**src/rtl/ctlword_pkg.sv**
```systemverilog
package ctlword_pkg;
    typedef enum logic [1:0] {
        LD_IDLE   = 2'd0,
        LD_COMMIT = 2'd1,
        LD_HOLD   = 2'd2
    } ld_state_e;
endpackage

```
**src/rtl/ctlword_sync.sv**
```systemverilog
module ctlword_sync #(
    parameter int STAGES = 2
) (
    input  logic clk,
    input  logic rst_n,
    input  logic din,
    output logic level,
    output logic rise
);
    logic [STAGES-1:0] chain;
    logic              prev;

    generate
        if (STAGES == 1) begin : g_one
            always_ff @(posedge clk or negedge rst_n) begin
                if (!rst_n) chain <= '0;
                else        chain <= din;
            end
        end else begin : g_many
            always_ff @(posedge clk or negedge rst_n) begin
                if (!rst_n) chain <= '0;
                else        chain <= {chain[STAGES-2:0], din};
            end
        end
    endgenerate

    always_ff @(posedge clk or negedge rst_n) begin
        if (!rst_n) prev <= 1'b0;
        else        prev <= chain[STAGES-1];
    end

    assign level = chain[STAGES-1];
    assign rise  = chain[STAGES-1] & ~prev;

    // a rise is a single-cycle event
    p_rise_single_r2: assert property (@(posedge clk) disable iff (!rst_n)
        rise |=> !rise);
endmodule

```
**src/rtl/ctlword_shreg.sv**
```systemverilog
module ctlword_shreg #(
    parameter int W = 19
) (
    input  logic         clk,
    input  logic         rst_n,
    input  logic         shift_en,
    input  logic         din,
    output logic [W-1:0] word
);
    always_ff @(posedge clk or negedge rst_n) begin
        if (!rst_n)        word <= '0;
        else if (shift_en) word <= {word[W-2:0], din};
    end

    // new bit lands at the bottom, older bits move up
    p_shift_in_r2: assert property (@(posedge clk) disable iff (!rst_n)
        shift_en |=> (word[0] == $past(din)) && (word[W-1:1] == $past(word[W-2:0])));
    // no shift, no change
    p_shift_hold_r2: assert property (@(posedge clk) disable iff (!rst_n)
        !shift_en |=> $stable(word));
endmodule

```
**src/rtl/ctlword_seq.sv**
```systemverilog
module ctlword_seq
    import ctlword_pkg::*;
(
    input  logic clk,
    input  logic rst_n,
    input  logic load_lvl,
    output logic commit
);
    ld_state_e state, nxt;

    always_ff @(posedge clk or negedge rst_n) begin
        if (!rst_n) state <= LD_IDLE;
        else        state <= nxt;
    end

    always_comb begin
        nxt = state;
        unique case (state)
            LD_IDLE:   if (load_lvl)  nxt = LD_COMMIT;  // arm
            LD_COMMIT:                nxt = LD_HOLD;    // commit
            LD_HOLD:   if (!load_lvl) nxt = LD_IDLE;    // release
            default:                  nxt = LD_IDLE;
        endcase
    end

    always_comb begin
        commit = 1'b0;
        unique case (state)
            LD_COMMIT: commit = 1'b1;
            default:   commit = 1'b0;
        endcase
    end

    // one transfer per strobe
    p_single_commit_r5: assert property (@(posedge clk) disable iff (!rst_n)
        commit |=> !commit);
    // a strobe held high never re-arms
    p_hold_no_commit_r5: assert property (@(posedge clk) disable iff (!rst_n)
        (state == LD_HOLD && load_lvl) |=> !commit);
endmodule

```
**src/rtl/ctlword_regs.sv**
```systemverilog
module ctlword_regs #(
    parameter int REF_W   = 14,
    parameter int SWL_W   = 7,
    parameter int MAIN_W  = 11,
    parameter int MIN_REF = 5,
    localparam int SR_W   = 1 + SWL_W + MAIN_W
) (
    input  logic              clk,
    input  logic              rst_n,
    input  logic              commit,
    input  logic [SR_W-1:0]   word,
    output logic [REF_W-1:0]  ref_ratio,
    output logic              presc_sel,
    output logic              phase_pol,
    output logic              mon_sel,
    output logic [SWL_W-1:0]  swallow,
    output logic [MAIN_W-1:0] main_cnt,
    output logic              ratio_err
);
    localparam int PRE_B = REF_W + 1;
    localparam int POL_B = REF_W + 2;
    localparam int MON_B = REF_W + 3;

    logic ref_sel;
    logic ref_ld, div_ld;
    logic [REF_W-1:0] new_ratio;

    assign ref_sel   = word[0];
    assign ref_ld    = commit & ref_sel;
    assign div_ld    = commit & ~ref_sel;
    assign new_ratio = word[REF_W:1];

    always_ff @(posedge clk or negedge rst_n) begin
        if (!rst_n) begin
            ref_ratio <= '0;
            presc_sel <= 1'b0;
            phase_pol <= 1'b0;
            mon_sel   <= 1'b0;
            ratio_err <= 1'b0;
        end else if (ref_ld) begin
            ref_ratio <= new_ratio;
            presc_sel <= word[PRE_B];
            phase_pol <= word[POL_B];
            mon_sel   <= word[MON_B];
            ratio_err <= (32'(new_ratio) < MIN_REF);
        end
    end

    always_ff @(posedge clk or negedge rst_n) begin
        if (!rst_n) begin
            swallow  <= '0;
            main_cnt <= '0;
        end else if (div_ld) begin
            swallow  <= word[SWL_W:1];
            main_cnt <= word[SR_W-1:SWL_W+1];
        end
    end

    // reference load leaves the divider fields alone
    p_div_kept_r3: assert property (@(posedge clk) disable iff (!rst_n)
        ref_ld |=> $stable(swallow) && $stable(main_cnt));
    // divider load leaves the reference fields and flag alone
    p_ref_kept_r4: assert property (@(posedge clk) disable iff (!rst_n)
        div_ld |=> $stable(ref_ratio) && $stable(ratio_err) && $stable(presc_sel));
    // flag reflects the ratio just stored
    p_err_match_r6: assert property (@(posedge clk) disable iff (!rst_n)
        ref_ld |=> ratio_err == (32'(ref_ratio) < MIN_REF));
    // without a transfer, nothing changes
    p_idle_stable_r7: assert property (@(posedge clk) disable iff (!rst_n)
        !commit |=> $stable(ref_ratio) && $stable(swallow) && $stable(main_cnt) && $stable(ratio_err));
endmodule

```
**src/rtl/ctlword_loader.sv**
```systemverilog
module ctlword_loader
    import ctlword_pkg::*;
#(
    parameter int SYNC_STAGES = 2,
    parameter int REF_W       = 14,
    parameter int SWL_W       = 7,
    parameter int MAIN_W      = 11,
    parameter int MIN_REF     = 5
) (
    input  logic              clk,
    input  logic              rst_n,
    input  logic              ser_clk,
    input  logic              ser_data,
    input  logic              ser_load,
    output logic [REF_W-1:0]  ref_ratio,
    output logic              presc_sel,
    output logic              phase_pol,
    output logic              mon_sel,
    output logic [SWL_W-1:0]  swallow,
    output logic [MAIN_W-1:0] main_cnt,
    output logic              ratio_err
);
    localparam int SR_W = 1 + SWL_W + MAIN_W;

    logic sclk_lvl, sclk_rise;
    logic sdat_lvl, sdat_rise;
    logic load_lvl, load_rise;
    logic commit;
    logic [SR_W-1:0] word;

    ctlword_sync #(.STAGES(SYNC_STAGES)) u_sync_clk (
        .clk(clk), .rst_n(rst_n), .din(ser_clk),  .level(sclk_lvl), .rise(sclk_rise));
    ctlword_sync #(.STAGES(SYNC_STAGES)) u_sync_dat (
        .clk(clk), .rst_n(rst_n), .din(ser_data), .level(sdat_lvl), .rise(sdat_rise));
    ctlword_sync #(.STAGES(SYNC_STAGES)) u_sync_ld (
        .clk(clk), .rst_n(rst_n), .din(ser_load), .level(load_lvl), .rise(load_rise));

    ctlword_shreg #(.W(SR_W)) u_shreg (
        .clk(clk), .rst_n(rst_n), .shift_en(sclk_rise), .din(sdat_lvl), .word(word));

    ctlword_seq u_seq (
        .clk(clk), .rst_n(rst_n), .load_lvl(load_lvl), .commit(commit));

    ctlword_regs #(
        .REF_W(REF_W), .SWL_W(SWL_W), .MAIN_W(MAIN_W), .MIN_REF(MIN_REF)
    ) u_regs (
        .clk(clk), .rst_n(rst_n), .commit(commit), .word(word),
        .ref_ratio(ref_ratio), .presc_sel(presc_sel), .phase_pol(phase_pol),
        .mon_sel(mon_sel), .swallow(swallow), .main_cnt(main_cnt),
        .ratio_err(ratio_err));

    logic unused_ok;
    assign unused_ok = sclk_lvl ^ sdat_rise;

    // a transfer follows a strobe rise
    p_commit_after_rise_r5: assert property (@(posedge clk) disable iff (!rst_n)
        commit |-> $past(load_rise));
endmodule

```
**config.mk**
```make
export PLATFORM = sky130hd
export DESIGN_NAME = ctlword_loader
export DESIGN_NICKNAME = d
export VERILOG_FILES = /design/src/rtl/ctlword_pkg.sv /design/src/rtl/ctlword_sync.sv /design/src/rtl/ctlword_shreg.sv /design/src/rtl/ctlword_seq.sv /design/src/rtl/ctlword_regs.sv /design/src/rtl/ctlword_loader.sv
export SDC_FILE = /design/constraint.sdc
export NUM_CORES = 1
export LEC_CHECK = 0
export ABC_AREA = 1
export BUFFER_PORTS_ARGS = -buffer_cell sky130_fd_sc_hd__buf_2
export CAP_MARGIN = 40
export CORE_UTILIZATION = 59
export DETAILED_ROUTE_END_ITERATION = 10
export PLACE_DENSITY_LB_ADDON = 0.15
export SETUP_SLACK_MARGIN = 0.02
export SLEW_MARGIN = 5
export SYNTH_ARGS = -nofsm -noshare
export SYNTH_HDL_FRONTEND = slang
export SYNTH_SLANG_ARGS = --single-unit
export TNS_END_PERCENT = 100
```
**constraint.sdc**
```tcl
create_clock -name clk -period 2.3 [get_ports clk]
set_clock_uncertainty 0.1 [all_clocks]
set_input_delay 0.69 -clock clk [delete_from_list [all_inputs] [get_ports clk]]
set_output_delay 0.69 -clock clk [all_outputs]
set_load 0.05 [all_outputs]
```
==> flow_summary.yaml <==
run_status:
  status: "completed"
global_routing:
  grt_pass1_wl_mm: 6.78
  grtUsageTotal_pct: 21.7
  gr-total-overflow: 0
  antenna_found_initial: 0
  grt_pass1_vias: 1441
  grt_max_degree: 65
power_and_ir_drop:
  irDropWorstVdd_uv: 710
  comb_power_share_pct: 38.1
  internal-power_uw: 2210
  power_frac_seq_pct: 39.6
  leakagePower_uw: 0.00146
  swShare_pct: 43.7
  netSwitchingPower_uw: 1720
  power_frac_clock_pct: 22.3
  p_per_area_nw_per_um2: 1360
sta:
  rsz0062_at_grt: "false"
  setup_ws_ns: 0.530
  fin_setup_tns_ns: 0
  worst_pin_slew_ns: 0.542
  holdWs_ns: 0.252
  hold_violations: 0
  fmax_mhz: 565
  max_slew_margin_pct: 63.9
  slew_violations: 0
  setup_viol: 0
  fin_crit_ns: 1.77
  period_share_pct: 76.9
worst_setup_path:
  path_max_fanout: 2
  endpoint_kind: "output port"
  cp.required_ns: 1.51
  critPathKind: "flop to output port"
  path_buf_inv: 1
  crit_arrival_ns: 0.98
  critPathLaunchType: "flop"
  cpPeakStageDelay_ns: 0.37
  slowest_stage: "dfrtp_1"
  cpLargestDelayFamily: "flip-flops"
  crit_path_cell_trace: "buf_2"
cts:
  cts_tree: "built"
  cts_sinks: 64
  hold_buffers: 0
  cts_buffers: 9
  clk_latency_ns: 0.33
  cts.path.max_buffers: 2
  cts_resized: 0
  path_clk_slew_ns: 0.07
  cts_max_level: 3
  post_cts_buffers: 0
  cts_root_buf: "clkbuf_8"
placement:
  port_buffers: 40
  dp_hpwl_mm: 2.47
  placed_area_um2: 2700
  pre_cts_slack_ns: 0.783
  gp_congestion: 0.682
routing:
  vias: 1617
  wl_mm: 4.14
  drt-wirelength-per-cell_um: 12.8
  drt-initial-drc-count: 111
  via_per_inst: 4.99
  drc: 0
  final_antenna_net_count: 0
  dr.pass1.iters: 4
flow_run:
  drv_cap: 0
floorplanning:
  row_count: 23
  dieHeight_um: 67.0
  core_um2: 4030
  initial_core_util_pct: 61.9
  ios: 41
  die_w_um: 67.0
  dieArea_um2: 4490
layout:
  multiInputGateArea_um2: 722
  diodes: 0
  fill_cells: 295
  drive_above_1_share_pct: 35.0
  fin_area_um2: 2880
  register_area_um2: 1600
  final_nets: 274
  synthToLayoutAreaGrowth_pct: 15.4
synth:
  yosys_warnings: 0
  synth_nets: 231
  synth_seq_cells: 64
  seq_area_frac_synth_pct: 64.2
  yosysUniqueCellTypes: 15
  syn-cell-area_um2: 2490
  netlist_instances: 226
  syn-mean-instance-area_um2: 11.0
min_path:
  min_path_type: "primary input to async pin"
[path summary, 6_finish.rpt]
path,startpoint,to,slack [ns],depth (start not counted)
setup / recovery,u_regs.ref_ratio[8]$_DFFE_PN0P_,ref_ratio[8],0.53,1
hold / removal,rst_n,u_regs.ref_ratio[2]$_DFFE_PN0P_,0.25,2
setup reg to reg,u_seq.state[1]$_DFFE_PN0P_,u_regs.ratio_err$_DFFE_PN0P_,0.75,5
hold reg to reg,u_sync_clk.chain[0]$_DFF_PN0_,u_sync_clk.chain[1]$_DFF_PN0_,0.25,0
max in group asynchronous,rst_n,u_regs.phase_pol$_DFFE_PN0P_,1.56,2
min in group clk,u_sync_clk.chain[0]$_DFF_PN0_,u_sync_clk.chain[1]$_DFF_PN0_,0.25,0
[state kept, by name, indices dropped and copies added, names as in the netlist, 2 cells and up]
signal / cells
u_shreg.word: 19
u_seq.state: 2
u_sync_clk.chain: 2
u_regs.main_cnt: 11
u_sync_dat.chain: 2
u_regs.ref_ratio: 14
u_regs.swallow: 7
u_sync_ld.chain: 2
[layout by cell type, fill, tap and decap left out]
cell / count
inv_1: 22
dfrtp_1: 64
nand2_1: 59
nand3_4: 2
o21ai_2: 35
clkbuf_1: 1
nand2_2: 2
buf_12: 1
a21oi_1: 1
clkbuf_8: 12
buf_2: 40
nand3_1: 1
buf_4: 1
clkinv_2: 3
nor2_1: 11
o21ai_0: 19
[through the flow]
step                utilization, %  power [uW]  std cells
CTS                           71.5        3970        324
detailed placement            66.9        3070        308
finish                        71.5        3930        324
floorplan                        -        2780        226
global placement              66.9        3040        308
global route                  71.5        4150        324
[layout make-up]
class,count,share of cell area [%]
sequential,64,55.6
clock inverter,3,0.521
multi-input combinational,130,25.1
tap,50,2.17
timing repair buffer,42,7.91
clock buffer,13,5.86
inverter,22,2.87
[kinds of logic after synthesis]
group,Yosys count,share of synthesized area (%)
compound gates,55,16.3
buf+inv,32,6.87
flops,64,64.2
simple gates,75,12.6
[cells in the mapped netlist]
cell type	instances	area, um2
a21oi_1	1	5.00
buf_2	1	5.00
buf_4	1	7.51
buf_6	6	67.6
clkbuf_1	1	3.75
clkbuf_2	1	5.00
dfrtp_1	64	1600
inv_1	22	82.6
nand2_1	59	221
nand2_2	2	12.5
nand3_1	1	5.00
nand3_4	2	35.0
nor2_1	11	41.3
o21ai_0	19	95.1
o21ai_2	35	307
[routing by layer]
layer / vias to the layer above / wire length [um] / track usage [%]
met3: 8 / 182 / 5.65
met4: 0 / 81 / 12.8
li1: 807 / - / -
met1: 759 / 2010 / 29.1
met2: 43 / 1860 / 31.5
met5: - / 0 / 0
[power by group through the flow]
stage	Sequential, uW	Clock [uW]	Combinational (uW)
finish	1560	875	1500
global route	1590	936	1620
CTS	1560	894	1510
detailed placement	1570	0	1500
global placement	1560	0	1480
floorplan	2250	0	534
Power figures use the tool's default switching activity.
